==> config.mk <==
export PLATFORM = sky130hd
export DESIGN_NAME = exc_status_unit
export DESIGN_NICKNAME = d
export VERILOG_FILES = /design/src/rtl/esu_pkg.sv /design/src/rtl/esu_event_decode.sv /design/src/rtl/esu_save_route.sv /design/src/rtl/esu_status_regs.sv /design/src/rtl/exc_status_unit.sv
export SDC_FILE = /design/constraint.sdc
export NUM_CORES = 1
export LEC_CHECK = 0
export ABC_AREA = 1
export BUFFER_PORTS_ARGS = -buffer_cell sky130_fd_sc_hd__buf_2
export CAP_MARGIN = 20
export CORE_MARGIN = 1.5
export CORE_UTILIZATION = 40
export DETAILED_ROUTE_END_ITERATION = 8
export PLACE_DENSITY_LB_ADDON = 0.15
export SYNTH_ARGS = -nofsm -noshare
export SYNTH_HDL_FRONTEND = slang
export SYNTH_SLANG_ARGS = --single-unit
==> constraint.sdc <==
create_clock -name clk -period 2.5 [get_ports clk]
set_input_delay 0.375 -clock clk [delete_from_list [all_inputs] [get_ports clk]]
set_output_delay 0.375 -clock clk [all_outputs]
set_load 0.03 [all_outputs]
==> src/rtl/esu_pkg.sv <==
package esu_pkg;
    localparam int FLD_W   = 4;
    localparam int BIT_IEN = 0;
    localparam int BIT_USR = 1;
    localparam int BIT_EXM = 2;
    localparam int BIT_IHM = 3;

    localparam logic [1:0] IDX_LIVE   = 2'd0;
    localparam logic [1:0] IDX_SAVED  = 2'd1;
    localparam logic [1:0] IDX_SHADOW = 2'd2;

    typedef enum logic [1:0] {
        CAUSE_IRQ   = 2'd0,
        CAUSE_BREAK = 2'd1,
        CAUSE_OTHER = 2'd2,
        CAUSE_RSVD  = 2'd3
    } cause_e;

    typedef enum logic [2:0] {
        EV_IDLE,
        EV_IRQ,
        EV_BREAK,
        EV_EXC,
        EV_RET,
        EV_SWWR
    } event_e;
endpackage

==> src/rtl/esu_event_decode.sv <==
module esu_event_decode
    import esu_pkg::*;
(
    input  logic       exc_valid,
    input  logic [1:0] exc_cause,
    input  logic       ien,
    input  logic       eret,
    input  logic       sw_we,
    output event_e     ev
);
    always_comb begin
        ev = EV_IDLE;
        if (exc_valid && cause_e'(exc_cause) == CAUSE_IRQ && ien)
            ev = EV_IRQ;
        else if (exc_valid && cause_e'(exc_cause) == CAUSE_BREAK)
            ev = EV_BREAK;
        else if (exc_valid && cause_e'(exc_cause) != CAUSE_IRQ)
            ev = EV_EXC;
        else if (eret)
            ev = EV_RET;
        else if (sw_we)
            ev = EV_SWWR;
    end
endmodule

==> src/rtl/esu_save_route.sv <==
module esu_save_route
    import esu_pkg::*;
#(
    parameter bit HAS_SHADOW = 1'b1,
    parameter int SET_W      = 3
) (
    input  event_e           ev,
    input  logic             exm,
    input  logic             shd_req,
    input  logic [SET_W-1:0] shd_set,
    output logic             save_main,
    output logic             save_shadow
);
    logic saving;
    logic use_shd;

    assign saving = (ev == EV_IRQ || ev == EV_EXC) && !exm;

    generate
        if (HAS_SHADOW) begin : g_shadow
            assign use_shd = (ev == EV_IRQ) && shd_req && (shd_set != '0);
        end else begin : g_plain
            assign use_shd = 1'b0;
        end
    endgenerate

    assign save_main   = saving && !use_shd;
    assign save_shadow = saving && use_shd;
endmodule

==> src/rtl/esu_status_regs.sv <==
module esu_status_regs
    import esu_pkg::*;
#(
    parameter bit HAS_MMU    = 1'b1,
    parameter bit HAS_SHADOW = 1'b1
) (
    input  logic             clk,
    input  logic             rst_n,
    input  event_e           ev,
    input  logic             save_main,
    input  logic             save_shadow,
    input  logic             eret_shd,
    input  logic [1:0]       sw_addr,
    input  logic [FLD_W-1:0] sw_wdata,
    output logic [FLD_W-1:0] st_q,
    output logic [FLD_W-1:0] es_q,
    output logic [FLD_W-1:0] ss_q
);
    localparam logic [FLD_W-1:0] FMASK = {1'b1, HAS_MMU, HAS_MMU, 1'b1};
    localparam logic [FLD_W-1:0] SMASK = HAS_SHADOW ? FMASK : '0;
    localparam logic [FLD_W-1:0] ENTRY_CLR = FLD_W'((1 << BIT_IEN) | (1 << BIT_USR));
    localparam logic [FLD_W-1:0] ENTRY_SET = FLD_W'(1 << BIT_EXM);
    localparam logic [FLD_W-1:0] IHM_SET   = FLD_W'(1 << BIT_IHM);

    logic [FLD_W-1:0] st_d, es_d, ss_d, entry_w;

    assign entry_w = (st_q & ~ENTRY_CLR) | ENTRY_SET;

    always_ff @(posedge clk or negedge rst_n) begin
        if (!rst_n) begin
            st_q <= '0;
            es_q <= '0;
            ss_q <= '0;
        end else begin
            st_q <= st_d;
            es_q <= es_d;
            ss_q <= ss_d;
        end
    end

    always_comb begin
        st_d = st_q;
        es_d = save_main   ? st_q : es_q;
        ss_d = save_shadow ? (st_q & SMASK) : ss_q;
        unique case (ev)
            EV_IRQ:   st_d = (entry_w | IHM_SET) & FMASK;
            EV_BREAK,
            EV_EXC:   st_d = entry_w & FMASK;
            EV_RET:   st_d = ((eret_shd && HAS_SHADOW) ? ss_q : es_q) & FMASK;
            EV_SWWR: begin
                unique case (sw_addr)
                    IDX_LIVE:   st_d = sw_wdata & FMASK;
                    IDX_SAVED:  es_d = sw_wdata & FMASK;
                    IDX_SHADOW: ss_d = sw_wdata & SMASK;
                    default: ;
                endcase
            end
            default: ;
        endcase
    end

    AST_EXM_USR_EXCL: assert property (@(posedge clk) disable iff (!rst_n)
        !(st_q[BIT_EXM] && st_q[BIT_USR]));
    AST_ENTRY_MODE: assert property (@(posedge clk) disable iff (!rst_n)
        (ev == EV_IRQ || ev == EV_BREAK || ev == EV_EXC) |=>
        (st_q[BIT_EXM] == HAS_MMU) && !st_q[BIT_IEN] && !st_q[BIT_USR]);
    AST_IHM_ON_IRQ: assert property (@(posedge clk) disable iff (!rst_n)
        (ev == EV_IRQ) |=> st_q[BIT_IHM]);
    AST_NO_RESAVE: assert property (@(posedge clk) disable iff (!rst_n)
        ((ev == EV_IRQ || ev == EV_EXC) && st_q[BIT_EXM]) |=>
        ($stable(es_q) && $stable(ss_q)));
    AST_BREAK_NO_SAVE: assert property (@(posedge clk) disable iff (!rst_n)
        (ev == EV_BREAK) |=> ($stable(es_q) && $stable(ss_q)));
endmodule

==> src/rtl/exc_status_unit.sv <==
module exc_status_unit
    import esu_pkg::*;
#(
    parameter int  DATA_W     = 32,
    parameter bit  HAS_MMU    = 1'b1,
    parameter bit  HAS_SHADOW = 1'b1,
    parameter int  NUM_SETS   = 8,
    localparam int SET_W      = $clog2(NUM_SETS)
) (
    input  logic              clk,
    input  logic              rst_n,
    input  logic              exc_valid,
    input  logic [1:0]        exc_cause,
    input  logic              shd_req,
    input  logic [SET_W-1:0]  shd_set,
    input  logic              eret,
    input  logic              eret_shd,
    input  logic              sw_we,
    input  logic [1:0]        sw_addr,
    input  logic [DATA_W-1:0] sw_wdata,
    output logic [DATA_W-1:0] sw_rdata,
    output logic [DATA_W-1:0] status_o,
    output logic [DATA_W-1:0] estatus_o,
    output logic [DATA_W-1:0] sstatus_o,
    output logic              irq_gate
);
    event_e           ev;
    logic             save_main, save_shadow;
    logic [FLD_W-1:0] st_q, es_q, ss_q, rd_fld;

    esu_event_decode u_decode (
        .exc_valid (exc_valid),
        .exc_cause (exc_cause),
        .ien       (st_q[BIT_IEN]),
        .eret      (eret),
        .sw_we     (sw_we),
        .ev        (ev)
    );

    esu_save_route #(.HAS_SHADOW(HAS_SHADOW), .SET_W(SET_W)) u_route (
        .ev          (ev),
        .exm         (st_q[BIT_EXM]),
        .shd_req     (shd_req),
        .shd_set     (shd_set),
        .save_main   (save_main),
        .save_shadow (save_shadow)
    );

    esu_status_regs #(.HAS_MMU(HAS_MMU), .HAS_SHADOW(HAS_SHADOW)) u_regs (
        .clk         (clk),
        .rst_n       (rst_n),
        .ev          (ev),
        .save_main   (save_main),
        .save_shadow (save_shadow),
        .eret_shd    (eret_shd),
        .sw_addr     (sw_addr),
        .sw_wdata    (sw_wdata[FLD_W-1:0]),
        .st_q        (st_q),
        .es_q        (es_q),
        .ss_q        (ss_q)
    );

    always_comb begin
        unique case (sw_addr)
            IDX_LIVE:   rd_fld = st_q;
            IDX_SAVED:  rd_fld = es_q;
            IDX_SHADOW: rd_fld = ss_q;
            default:    rd_fld = '0;
        endcase
    end

    assign sw_rdata  = DATA_W'(rd_fld);
    assign status_o  = DATA_W'(st_q);
    assign estatus_o = DATA_W'(es_q);
    assign sstatus_o = DATA_W'(ss_q);
    assign irq_gate  = st_q[BIT_IEN];

    AST_MASKED_IRQ: assert property (@(posedge clk) disable iff (!rst_n)
        (exc_valid && exc_cause == 2'd0 && !irq_gate && !eret && !sw_we) |=>
        ($stable(status_o) && $stable(estatus_o) && $stable(sstatus_o)));
    AST_RET_WINS_SW: assert property (@(posedge clk) disable iff (!rst_n)
        (!exc_valid && eret && !eret_shd && sw_we) |=>
        (status_o == $past(estatus_o)));
endmodule

==> results.yml <==
status:
  run_status: "finished, final reports clean"
die:
  dieArea_sq_um: 4990
  ioPinCount: 175
  num_rows: 24
  core_area_sq_um: 4380
  initial_utilization_pct: 41.7
  die_h_um: 70.6
  die-width_um: 70.6
power:
  power.density_nw_per_um2: 664
  power_leakage_uw: 0.00110
  report.power.total_uw: 1110
  max-vdd-ir-drop_uv: 338
detailed_routing:
  remaining_drc_errors: 0
  routedWlPerCell_um: 9.16
  viasPerCell: 3.77
  wl_um: 3200
  postRouteAntennaNets: 0
  dr.first_iter.drc_count: 74
  firstDrtPassIters: 4
  vias: 1317
yosys:
  ys_seq_area_share_pct: 16.4
  synth_area_leaders: "buf_4, dfrtp_1, nand2_1"
  synth_largest_area_cell: "buf_4"
  synth_commonest_cells: "buf_4, nand2_1, inv_1"
  netlist_instances: 263
  ys_warn_count: 0
  yosysMostFrequentCell: "buf_4"
  ys_types: 20
  syn_area_sq_um: 1830
  avgSynthCellArea_sq_um: 6.96
  synth_ff_type: "dfrtp_1"
  synth_seq_cells: 12
  synth-edff-count: 0
  async_reset_ff_share_pct: 100
  yosysTopAreaCellShare_pct: 46.8
sta:
  max_freq_mhz: 554
  hold_violations: 0
  slew_viol_final: 0
  finalSetupViolCount: 0
  fin_skew_ns: 0.00150
  fin_crit_ns: 1.81
  rsz0062_at_grt: "false"
  final.period_utilization_pct: 72.2
  finalSetupTns_ns: 0
final_layout:
  final_area_sq_um: 1670
  final.fill_count: 488
  layout.cells.non_filler: 349
  utilization_pct: 38.0
  syn2layout_area_growth_pct: -8.89
  nNetsFinal: 345
  final_layout_size_suffix_gt1_share_pct: 17.8
  antennaDiodeCount: 0
critical_path:
  cp_max_fo: 4
  cpMaxStageDelayCell: "nor2_1"
  arrival_ns: 1.43
  crit_buf_inv: 4
  start_kind: "input port"
  regToRegStartpoint: "u_regs.st_q[0]$_DFFE_PN0P_"
  slowest_delay_ns: 0.32
  ff2ff_setup_slack_ns: 1.13
  rr_worst_depth: 7
  critical_path.cell_chain: "buf_2 > inv_1 > nor2_1 > inv_1 > o221ai_1 > buf_2"
  worstSetupEndpointType: "output pin"
  path_delay_family: "buffers and inverters"
  critPathKind: "in -> out"
  crit_required_ns: 2.12
  timing.rr.end: "u_regs.es_q[0]$_DFF_PN0_"
global_routing:
  grt_max_degree: 13
  grt_pass1_vias: 1046
  antenna_found_initial: 0
  gr-total-overflow: 0
  grt_pass1_wl_um: 4870
  grtUsageTotal_pct: 12.2
clock_network:
  htreeDepth: 1
  post_cts_buffers: 0
  cts_buffers: 3
  cts-resized-gates: 0
  clock-sinks: 12
  cts_tree: "yes"
  clk_pin_slew_ns: 0.05
  cts_hold_buf: 0
  insertion_delay_ns: 0.24
  clockRootBuffer: "clkbuf_8"
  clockBufferDepth: 2
worst_hold_path:
  min_path_type: "in -> async"
placement:
  gp_congestion: 0.852
  hpwl_um: 2780
  dp_cells: 346
  postPlaceCellArea_sq_um: 1630
  portBuffers: 34
job:
  cap_violations: 0
## how the worst max path moves through the flow
stage / depth (start not counted) / from / to / slack [ns]
final: 6 / sw_addr[0] / sw_rdata[0] / 0.69
after global routing: 6 / sw_addr[0] / sw_rdata[0] / 0.65
after CTS: 6 / sw_addr[0] / sw_rdata[2] / 0.73
after detailed placement: 6 / sw_addr[0] / sw_rdata[2] / 0.74
after global placement: 6 / sw_addr[0] / sw_rdata[2] / 0.74
after floorplan: 4 / sw_addr[1] / sw_rdata[1] / 0.84
## kinds of logic (layout without fill, tap and decap cells)
family	Yosys count	count (layout)	synth area share, %
buffers and inverters	140	63	52.7
AO/OA/AOI/OAI	11	11	4.58
AND/OR/NAND/NOR	99	99	26.1
other	1	112	0.205
flip-flops	12	12	16.4
## report_power, final
part	internal (uW)	switching [uW]
Combinational	122	516
Sequential	245	47.4
Clock	106	69.0
Total	473	632
## sequential cells by signal (all words and copies together), names as in the netlist
register,count
u_regs.st_q,4
u_regs.ss_q,4
u_regs.es_q,4
## layout make-up
cell class / count / area [sq um] / share of cell area, %
Multi-Input combinational cell: 222 / 982 / 58.9
Sequential cell: 12 / 300 / 18.0
Timing Repair Buffer: 34 / 170 / 10.2
Inverter: 26 / 108 / 6.46
Tap cell: 52 / 65.1 / 3.90
Clock buffer: 3 / 41.3 / 2.48
## cells in the final DEF, fill, tap and decap left out
cell,n
o21ai_0,4
nor2_2,1
nor2_1,6
clkbuf_8,3
dfrtp_1,12
a21oi_1,1
nand2_4,4
a21oi_4,1
buf_2,34
o221ai_1,4
nor2_8,1
nand3_1,16
nand2_2,4
nor2_4,2
a21boi_0,1
nand2_1,60
nand4_1,5
conb_1,112
clkinv_4,2
inv_1,23
inv_2,1
## metrics by stage
| step | worst slack (ns) | hold WS, ns |
|---|---|---|
| 2_1_floorplan | 0.843 | 0.0794 |
| 3_3_place_gp | 0.736 | 0.276 |
| 3_5_place_dp | 0.737 | 0.276 |
| 4_1_cts | 0.727 | 0.0199 |
| 5_1_grt | 0.655 | 0.0236 |
| 6_report | 0.694 | 0.00808 |
## per-layer routing
metal	GRT usage [%]	vias up	part of all wire, %
met2	18.2	89	44
met1	17.4	563	45
li1	-	658	-
met3	2.85	7	9.7
met5	0	-	0
met4	3.77	0	1.5
No activity file was read; power rests on OpenSTA's default activity.
